`config.mk`:
```
export PLATFORM = sky130hd
export DESIGN_NAME = rdy_settle_ctrl
export DESIGN_NICKNAME = d
export VERILOG_FILES = /design/src/rtl/rdyflag_pkg.sv /design/src/rtl/rdy_period_timer.sv /design/src/rtl/rdy_flag_ctrl.sv /design/src/rtl/rdy_data_reg.sv /design/src/rtl/rdy_settle_ctrl.sv
export SDC_FILE = /design/constraint.sdc
export NUM_CORES = 1
export LEC_CHECK = 0
export ABC_AREA = 1
export CELL_PAD_IN_SITES_DETAIL_PLACEMENT = 1
export CELL_PAD_IN_SITES_GLOBAL_PLACEMENT = 1
export CORE_ASPECT_RATIO = 0.7
export CORE_MARGIN = 1
export CORE_UTILIZATION = 35
export DETAILED_ROUTE_END_ITERATION = 12
export PLACE_DENSITY_LB_ADDON = 0.1
export SLEW_MARGIN = 20
export SYNTH_ARGS = -nofsm -noshare
export SYNTH_HDL_FRONTEND = slang
export SYNTH_SLANG_ARGS = --single-unit
```
`constraint.sdc`:
```
create_clock -name clk -period 3.2 [get_ports clk]
set_input_delay 0.64 -clock clk [delete_from_list [all_inputs] [get_ports clk]]
set_output_delay 0.64 -clock clk [all_outputs]
set_load 0.02 [all_outputs]
```
`src/rtl/rdyflag_pkg.sv`:
```
package rdyflag_pkg;

    // Control state decoded from the three restart inputs, highest priority last.
    typedef enum logic [1:0] {
        CTL_RUN  = 2'd0,
        CTL_SYNC = 2'd1,
        CTL_STBY = 2'd2,
        CTL_RST  = 2'd3
    } ctl_e;

    // Per-cycle update events produced by the period timer.
    typedef struct packed {
        logic pulse;   // inside the pre-update high window
        logic load;    // last cycle of the window: capture the word
    } upd_s;

    function automatic ctl_e ctl_decode(input logic rst_i, input logic stby_i,
                                        input logic sync_i);
        if (rst_i)       return CTL_RST;
        else if (stby_i) return CTL_STBY;
        else if (sync_i) return CTL_SYNC;
        else             return CTL_RUN;
    endfunction

    // First tick of the window, chosen so the registered flag is high for
    // exactly pulse_len cycles ahead of the load.
    function automatic int unsigned window_start(input int unsigned period,
                                                 input int unsigned pulse_len);
        return period - pulse_len - 1;
    endfunction

endpackage

```
`src/rtl/rdy_period_timer.sv`:
```
module rdy_period_timer
    import rdyflag_pkg::*;
#(
    parameter int unsigned PERIOD = 640,
    parameter int unsigned PULSE  = 500,
    parameter int unsigned SETTLE = 3
) (
    input  logic clk,
    input  ctl_e ctl,
    output upd_s upd
);
    localparam int unsigned TW     = $clog2(PERIOD);
    localparam int unsigned SW     = $clog2(SETTLE + 1);
    localparam int unsigned LAST   = PERIOD - 1;
    localparam int unsigned PSTART = window_start(PERIOD, PULSE);

    logic [TW-1:0] tick_q;
    logic [SW-1:0] settle_q;
    logic          running;
    logic          eligible;

    assign running  = (ctl == CTL_RUN);
    assign eligible = (settle_q >= SW'(SETTLE - 1));

    always_ff @(posedge clk) begin
        if (!running) begin
            tick_q   <= '0;
            settle_q <= '0;
        end else if (tick_q == TW'(LAST)) begin
            tick_q <= '0;
            if (settle_q != SW'(SETTLE))
                settle_q <= settle_q + 1'b1;
        end else begin
            tick_q <= tick_q + 1'b1;
        end
    end

    always_comb begin
        upd.load  = running && eligible && (tick_q == TW'(LAST));
        upd.pulse = running && eligible && (tick_q >= TW'(PSTART))
                    && (tick_q != TW'(LAST));
    end

endmodule

```
`src/rtl/rdy_flag_ctrl.sv`:
```
module rdy_flag_ctrl
    import rdyflag_pkg::*;
(
    input  logic clk,
    input  ctl_e ctl,
    input  upd_s upd,
    input  logic rd_done,
    output logic rdy_n
);
    // Sync deliberately absent from the force-high list: an unread word
    // keeps its low flag across a filter restart.
    always_ff @(posedge clk) begin
        if (ctl == CTL_RST || ctl == CTL_STBY)
            rdy_n <= 1'b1;
        else if (upd.load)
            rdy_n <= 1'b0;
        else if (upd.pulse || rd_done)
            rdy_n <= 1'b1;
    end

endmodule

```
`src/rtl/rdy_data_reg.sv`:
```
module rdy_data_reg
    import rdyflag_pkg::*;
#(
    parameter int unsigned WORD_W = 24
) (
    input  logic              clk,
    input  ctl_e              ctl,
    input  upd_s              upd,
    input  logic [WORD_W-1:0] result,
    output logic [WORD_W-1:0] data,
    output logic              load,
    output logic              valid
);
    logic has_word_q;
    logic pulse_q;
    logic stby_q;

    always_ff @(posedge clk) begin
        if (ctl == CTL_RST) begin
            data       <= '0;
            has_word_q <= 1'b0;
            load       <= 1'b0;
            pulse_q    <= 1'b0;
            stby_q     <= 1'b0;
        end else begin
            load    <= upd.load;
            pulse_q <= upd.pulse;
            stby_q  <= (ctl == CTL_STBY);
            if (upd.load) begin
                data       <= result;
                has_word_q <= 1'b1;
            end
        end
    end

    assign valid = has_word_q && !pulse_q && !stby_q;

endmodule

```
`src/rtl/rdy_settle_ctrl.sv`:
```
module rdy_settle_ctrl
    import rdyflag_pkg::*;
#(
    parameter int unsigned PERIOD = 640,
    parameter int unsigned PULSE  = 500,
    parameter int unsigned SETTLE = 3,
    parameter int unsigned WORD_W = 24
) (
    input  logic              clk,
    input  logic              rst,
    input  logic              sync_hold,
    input  logic              standby,
    input  logic              rd_done,
    input  logic [WORD_W-1:0] result,
    output logic              rdy_n,
    output logic              load,
    output logic [WORD_W-1:0] data,
    output logic              valid
);
    ctl_e ctl;
    upd_s upd;

    assign ctl = ctl_decode(rst, standby, sync_hold);

    rdy_period_timer #(
        .PERIOD (PERIOD),
        .PULSE  (PULSE),
        .SETTLE (SETTLE)
    ) u_timer (
        .clk (clk),
        .ctl (ctl),
        .upd (upd)
    );

    rdy_flag_ctrl u_flag (
        .clk     (clk),
        .ctl     (ctl),
        .upd     (upd),
        .rd_done (rd_done),
        .rdy_n   (rdy_n)
    );

    rdy_data_reg #(
        .WORD_W (WORD_W)
    ) u_dreg (
        .clk    (clk),
        .ctl    (ctl),
        .upd    (upd),
        .result (result),
        .data   (data),
        .load   (load),
        .valid  (valid)
    );

endmodule

```
==> results.md, run 1 <==
Outcome:
- The flow ran to the end, and the final reports show no timing, DRC or antenna violations.

Route:
- For this block, the initial DRC count from the detailed router was 36.
- The average wire per cell in the routed design is between 10 and 15 um.
- The number of detailed-routing iterations run before antenna repair is 4.
- For this block, the routed nets add up to 4170 um of wire.
- The detailed-route DRC error count is 0.
- In the routed layout, each cell is associated on average with a via count of 4.58.
- The number of antenna-violating nets in the routed design is 0.
- The number of vias in the routed layout is 1471.

Clocking:
- The TritonCTS clock tree is built.
- Clock-pin slew was measured on the worst setup and hold paths at about 0.080 ns.
- Clock latency on the worst-skew pair, taken at its later pin, is a little under 0.3 ns.
- The number of buffers inserted during clock tree synthesis is 5.
- The clock tree root buffer cell is sky130_fd_sc_hd__clkbuf_8.
- The clock passes through at most 2 buffers.
- The post-CTS repair timing setup buffer count is 0.
- The post-CTS resize count is 0.
- The H-tree level count is 2.
- The count of hold-fix buffers inserted at cts is 0.
- The clock sink count is a little over 40.

Final layout:
- Counting the fill cells in the layout gives 547.
- The final cell area excluding filler cells is 2340 sq um.
- The repair_antennas step left the layout with diodes totalling 0.
- The library cell used most frequently in the layout, excluding fill and tap cells, is sky130_fd_sc_hd__nand2_1.
- The growth of design area from synthesis to finish is 37.5%.
- The core utilization of the finished layout is 0.520.
- Leaving out filler cells and counting taps, the final layout contains 321.
- In the layout the commonest cells are sky130_fd_sc_hd__nand2_1 (65), sky130_fd_sc_hd__clkdlybuf4s50_1 (55), sky130_fd_sc_hd__dfxtp_1 (41).
- In the final layout, the share of cells above drive strength 1 is 0.128.
- The net total in the final layout is approximately 300.

Synth:
- The most used flip-flop cell after synthesis is sky130_fd_sc_hd__dfxtp_1.
- Of the total synthesized cell area, the portion taken by XOR and XNOR cells is 0.0154.
- The average size of a mapped cell is 8.15 sq um.
- Of the total synthesized cell area, the portion taken by full adders, half adders and majority gates is 0.0220.
- Counting flops with an async set or reset pin after synthesis yields a share of 0.
- After synthesis the netlist holds a flip-flop and latch count of 41.
- The number of synthesized flops with an enable pin is 0.
- The area fraction in compound gates after synthesis was 0.126.
- The post-synthesis cell count is approximately 210.
- The number of different library cells in the post-synthesis netlist is 25.
- The synthesized area is 1700 sq um.
- After synthesis, the largest family of logic cells by area is simple AND/OR/NAND/NOR gates.
- Yosys printed 0 warnings.
- Of the total synthesized cell area, the portion taken by AND, OR, NAND and NOR gates is 0.272.
- The share of synthesized area in the top cell type comes to 0.482.
- Of the synthesized area, sequential elements account for 0.482.
- The cell accounting for the most synthesized area is sky130_fd_sc_hd__dfxtp_1.
- The post-synthesis net count is between 200 and 250.
- Of the post-synthesis cell area, the part taken by muxes is 0.
- By area the synthesized netlist is led by sky130_fd_sc_hd__dfxtp_1 (48%), sky130_fd_sc_hd__nand2_1 (14%), sky130_fd_sc_hd__a21oi_2 (6.2%).

Place:
- Routability-driven placement finished with a final weighted congestion of 0.755.
- The post-placement cell area is ~2300 sq um.
- The wire-length estimate of the detail-placed layout is 3050 um.
- Port buffering added 55 buffers.
- The total instance count after detailed placement is 313.

Floorplan:
- The overall die width is 85.4 um.
- The floorplan step set the die height to 60.4 um.
- The site row count is 20.
- The floorplan die area is 5150 sq um.
- For this configuration, the core starts out at a cell density of 0.378.
- The core region is 4500 sq um.
- During I/O placement, the number of pins put on the boundary was 56.

GRT:
- The number of global-route vias before repair is 1386.
- The wire length of the first global-routing pass is 6530 um.
- The initial antenna violation count is 0.
- The maximum number of pins on one net before global-route repair is 28.
- The combined global-route utilization of all metal layers is 0.169.
- The total grt overflow is 0.

Setup path:
- Among all stages on the critical path, the largest delay is contributed by sky130_fd_sc_hd__clkdlybuf4s50_1.
- The launch point of the worst path is standby.
- The nature of the critical path startpoint is a primary input.
- The delay of the slowest cell on the worst path is 0.46 ns.
- The reg-to-reg critical path startpoint is u_timer.tick_q[0].
- The critical path goes through clkdlybuf4s50_1, nor3_4, nand2_2, nor2_8, inv_4, nand2_1, a21oi_2.
- STA classifies the critical path endpoint as a register.
- The worst setup path is of the in -> reg kind.
- The critical path ends at u_dreg.data[9].
- In this run the worst path has a maximum fanout of 26.
- The endpoint identified for the worst register-to-register timing path is u_dreg.data[9].
- STA puts the critical path data arrival time at 2.26 ns.
- For the worst flop-to-flop path, the logic depth is 8.
- In this run the register-to-register setup slack is 1.37 ns.
- STA puts the critical path data required time at ~3.4 ns.

Power:
- The standby leakage power is 0.000882 uW.
- The peak supply drop is 0.173 mV.
- In this run the power density over the cells is 380 nW/um^2.
- Summing internal, switching and leakage power gives 889 uW.

Hold path:
- In this run the worst hold path is classified as reg -> reg.

STA:
- The final setup skew is 0.00830 ns.
- The ratio of final minimum period to clock period is 0.654.
- Setup repair after global routing left no endpoint under its margin.
- The number of pins with negative max-slew slack in the final report is 0.
- Setup violations remaining at the end of the flow were counted as 0.
- The final total negative setup slack is 0 ns.
- The transition time at the pin with the least slew margin is 0.412 ns.
- The highest attainable clock frequency is 478 MHz.
- The minimum clock period after layout is 2.09 ns.
- The total count of hold-check failures in the final report is 0.
- The worst slew slack as a fraction of its limit is 0.725.

Run:
- The max-cap violation count is 0.
## synth_stat cells, types with 2 or more instances
master	instances
sky130_fd_sc_hd__a21oi_1	17
sky130_fd_sc_hd__nand3_1	3
sky130_fd_sc_hd__dfxtp_1	41
sky130_fd_sc_hd__nand2_1	65
sky130_fd_sc_hd__a21oi_2	12
sky130_fd_sc_hd__inv_1	17
sky130_fd_sc_hd__xor2_1	3
sky130_fd_sc_hd__nand2_2	7
sky130_fd_sc_hd__buf_6	2
sky130_fd_sc_hd__ha_1	3
sky130_fd_sc_hd__nor2_1	20
sky130_fd_sc_hd__nor3_1	2
sky130_fd_sc_hd__o21ai_0	5
## report_power, final
| part | total [uW] | internal, uW | switching [uW] |
|---|---|---|---|
| sequential | 512 | 511 | 0.740 |
| combinational | 49.8 | 32.3 | 17.4 |
| clock | 327 | 151 | 176 |
## sequential cells by signal, indices dropped and copies added, names as in the netlist
signal             flops
u_dreg.stby_q          1
u_dreg.load            1
u_dreg.pulse_q         1
u_dreg.data           24
u_dreg.has_word_q      1
u_timer.tick_q        10
u_flag.rdy_n           1
u_timer.settle_q       2
## worst min-delay path by stage
stage	cells after the start	endpoint	startpoint
3_5_place_dp	1	u_timer.tick_q[0]	u_timer.tick_q[0]
6_report	1	u_timer.tick_q[0]	u_timer.tick_q[0]
2_1_floorplan	1	u_timer.tick_q[0]	u_timer.tick_q[0]
5_1_grt	1	u_timer.tick_q[0]	u_timer.tick_q[0]
3_3_place_gp	1	u_timer.tick_q[0]	u_timer.tick_q[0]
4_1_cts	1	u_timer.tick_q[0]	u_timer.tick_q[0]
## through the flow
step,worst slack (ns),hold slack (ns)
6_report,1.11,0.457
5_1_grt,0.976,0.474
4_1_cts,1.08,0.460
3_5_place_dp,0.771,0.443
3_3_place_gp,0.821,0.430
2_1_floorplan,1.48,0.418
## layout make-up
| type | count | area, sq um | area share |
|---|---|---|---|
| clock inverter | 2 | 10.0 | 0.00427 |
| timing repair buffer | 56 | 558 | 0.238 |
| sequential | 41 | 821 | 0.350 |
| inverter | 18 | 70.1 | 0.0299 |
| multi-input combinational | 143 | 742 | 0.317 |
| tap | 55 | 68.8 | 0.0294 |
| clock buffer | 6 | 72.6 | 0.0310 |
## logic make-up (layout without fill, tap and decap cells)
| logic type | count (synthesis) | count (layout) |
|---|---|---|
| flip-flops | 41 | 41 |
| AND/OR/NAND/NOR | 103 | 103 |
| AO/OA/AOI/OAI | 34 | 34 |
| XOR/XNOR | 3 | 3 |
| buffers and inverters | 25 | 82 |
| adder cells (fa/ha/maj) | 3 | 3 |
## layer usage
layer	vias to the layer above	routed length, um	global-route usage
met5	-	0	0
met4	0	31	0.0571
met3	5	218	0.0558
met2	36	1750	0.257
met1	667	2170	0.229
li1	763	-	-
## critical path, delay by kind of cell
family | cells | cell delay [ns]
compound gates | 1 | 0.06
buf+inv | 2 | 0.67
simple gates | 4 | 0.89
Note: power is estimated with default switching activity, not from simulation.
==> run 2: changes to the inputs <==
--- a/config.mk
+++ b/config.mk
@@ -10,7 +10,7 @@
 export CELL_PAD_IN_SITES_GLOBAL_PLACEMENT = 1
 export CORE_ASPECT_RATIO = 0.7
 export CORE_MARGIN = 1
-export CORE_UTILIZATION = 35
+export CORE_UTILIZATION = 32
 export DETAILED_ROUTE_END_ITERATION = 12
 export PLACE_DENSITY_LB_ADDON = 0.1
 export SLEW_MARGIN = 20
==> constraint.sdc (replaced) <==
create_clock -name clk -period 2 [get_ports clk]
set_input_delay 0.4 -clock clk [delete_from_list [all_inputs] [get_ports clk]]
set_output_delay 0.4 -clock clk [all_outputs]
set_load 0.02 [all_outputs]
==> run 2 against run 1 <==
  * Combinational power grew 65%
  * Wire length shrank 0.43%
  * Utilization shrank 3.2 points
  * Sequential cell count is the same
  * Global-route usage shrank 0.49 points
  * Die area grew 9.1%
  * Hold slack lost 0.0055 ns
  * Cell area grew 2.8%
  * Via count grew 0.41%
  * Sequential power grew 60%
  * First-iteration DRC count shrank 5.6%
  * Critical endpoint is now valid
==> results.md, run 2 (synthesis results as in run 1) <==
Outcome:
- The flow ran to the end, and the final reports show no timing, DRC or antenna violations.

Floorplan:
- Row generation in the floorplan step produced 21 rows.
- From bottom edge to top edge, the die measures 63.0 um.
- The area of the placeable core is 4940 sq um.
- For this configuration, the core starts out at a cell density of 0.345.
- The overall die width is 89.2 um.
- The die covers around 5600 sq um.
- Pin placement for this block handled 56 I/O pins.

Setup path:
- Data arrives at the worst endpoint at around 1.4 ns.
- The signal on the critical path passes through inv_1, nor3_1, clkdlybuf4s50_1.
- The worst setup path is captured at an output pin.
- STA classifies the critical path startpoint as a register.
- The critical-path cell with the highest stage delay is sky130_fd_sc_hd__clkdlybuf4s50_1.
- In this design, the stage delay of the slowest critical-path cell is 0.65 ns.
- The critical path start-end classification is reg -> out.
- The largest fanout on the critical path is 2.
- The required time of the critical path is 1.60 ns.

Clocking:
- The maximum buffer depth of the clock tree is 2.
- Clock latency on the worst-skew pair, taken at its later pin, is between 0.2 and 0.3 ns.
- The clock sink count is 41.
- The clock transition at the registers of the reported paths is about 0.080 ns.
- The clock tree root buffer cell is sky130_fd_sc_hd__clkbuf_8.
- The post-CTS repair timing setup buffer count is 0.
- TritonCTS built the clock tree.
- Post-CTS repair changed the size of 0 cells.
- The count of hold-fix buffers inserted at cts is 0.
- The H-tree level count is 2.
- The number of buffers inserted during clock tree synthesis is 5.

STA:
- Final hold analysis gives a worst-case slack of approximately 0.45 ns.
- Setup repair after global routing left no endpoint under its margin.
- The number of pins with negative max-slew slack in the final report is 0.
- The clock arrives with 0.00636 ns of skew.
- The number of setup violations in the final report is 0.
- The final total negative setup slack is 0 ns.
- The highest attainable clock frequency is 544 MHz.
- The minimum clock period after layout is roughly 1.8 ns.
- For the pin with the worst max-slew slack, the measured transition is 0.355 ns.
- The total count of hold-check failures in the final report is 0.
- The ratio of final minimum period to clock period is 0.920.
- The worst slew slack as a fraction of its limit is 0.763.
- The setup slack of the critical path after layout is 0.160 ns.

Final layout:
- The register with the most flip-flops in the layout has 24 of them.
- The filler cell count in the final layout is 624.
- The share of cells above drive strength 1 is 0.135.
- 0 antenna diodes ended up in the layout.
- The most common cell after layout, fill and taps aside is sky130_fd_sc_hd__nand2_1.
- The largest registers in the layout are u_dreg.data (24), u_timer.tick_q (10), u_timer.settle_q (2).
- The core utilization of the finished layout is 0.488.
- In the layout the commonest cells are sky130_fd_sc_hd__nand2_1 (65), sky130_fd_sc_hd__clkdlybuf4s50_1 (55), sky130_fd_sc_hd__dfxtp_1 (41).
- The flip-flop and latch area is between 800 and 900 sq um.
- The area occupied by multi-input gates is roughly 740 sq um.
- The net count of the finished layout is 299.
- The register name with the most flops is u_dreg.data.
- From synthesis to final layout, the design area changed by 41.4%.

GRT:
- The wire length of the first global-routing pass is 7020 um.
- The initial antenna violation count was 0.
- Entering global routing, the biggest net connects 28 pins.
- The total grt overflow is 0.
- The number of global-route vias before repair is 1423.
- For this run, the total global-route usage over all layers was measured as 0.164.

Route:
- The number of antenna-violating nets in the routed design is 0.
- The number of detailed-routing iterations run before antenna repair is 4.
- The detailed-route DRC error count is 0.
- For this block, the via count after detailed routing is approximately 1500.
- Dividing the detail-routed wire length by the instance count gives 12.3 um.
- Dividing the detail-routed via count by the number of cells gives 4.40.
- The detailed router finished its first iteration with 34 violations.
- The detailed-route wire length is 4150 um.

Place:
- Buffers placed on the I/O ports in this run total 55.
- Detailed placement finished with a half-perimeter wire length of 3080 um.
- The post-place setup slack is 0.106 ns.
- The final weighted congestion of routability-driven global placement is a little over 0.7.

Run:
- The tool flagged a number of max-cap violations equal to 0.

Power:
- For this design the ratio of total power to cell area is 640 nW/um^2.
- The standby leakage power is 0.000904 uW.
- The peak supply drop is a little over 0.3 mV.

Hold path:
- The tightest min-delay check is of the reg -> reg type.
run 2: changes by cell type in the layout (fill, tap and decap cells not counted):
cell | before | now
sky130_fd_sc_hd__buf_12 | 0 | 1
sky130_fd_sc_hd__buf_4 | 1 | 2
sky130_fd_sc_hd__bufinv_16 | 0 | 1
sky130_fd_sc_hd__clkbuf_1 | 1 | 0
sky130_fd_sc_hd__clkinv_2 | 2 | 1
run 2: critical path, delay by kind of cell, from the launching register on:
family | cells | cell delay [ns]
flip-flops | 1 | 0.31
AND/OR/NAND/NOR | 1 | 0.14
buffers and inverters | 2 | 0.70
run 2: per-stage QoR:
stage	std cells	instance area [sq um]	power, uW
final	336	2410	1540
after global routing	336	2410	1620
after CTS	336	2410	1570
after detailed placement	329	2300	920
after global placement	329	2300	920
after floorplan	209	1700	855
run 2: path summary, 6_finish.rpt:
check / cells after the start / slack (ns) / from / to
max: 3 / 0.16 / u_dreg.has_word_q / valid
max reg2reg: 8 / 0.44 / u_timer.tick_q[0] / u_dreg.data[16]
min: 1 / 0.45 / u_timer.tick_q[0] / u_timer.tick_q[0]
min reg2reg: 1 / 0.45 / u_timer.tick_q[0] / u_timer.tick_q[0]
run 2: power by group:
part | leakage (uW) | internal [uW] | total, uW | switching (uW)
combinational | 0.000519 | 52.8 | 82.0 | 29.2
clock | 0.0000540 | 363 | 641 | 278
sequential | 0.000331 | 818 | 819 | 1.11
total | 0.000904 | 1230 | 1540 | 309
run 2: layer usage:
metal | vias up | wire (um) | share of wire | track usage
li1 | 766 | - | - | -
met1 | 670 | 2140 | 0.52 | 0.236
met2 | 37 | 1750 | 0.42 | 0.240
met3 | 4 | 218 | 0.053 | 0.0396
met4 | 0 | 34 | 0.0082 | 0.0476
met5 | - | 0 | 0 | 0
run 2: layout make-up:
| type | instances | share of cell area |
|---|---|---|
| clock buffers | 5 | 0.0286 |
| well taps | 69 | 0.0358 |
| repair buffers | 58 | 0.243 |
| flip-flops and latches | 41 | 0.341 |
| multi-input cells | 143 | 0.308 |
| inverters | 18 | 0.0291 |
| clock inverters | 2 | 0.0145 |
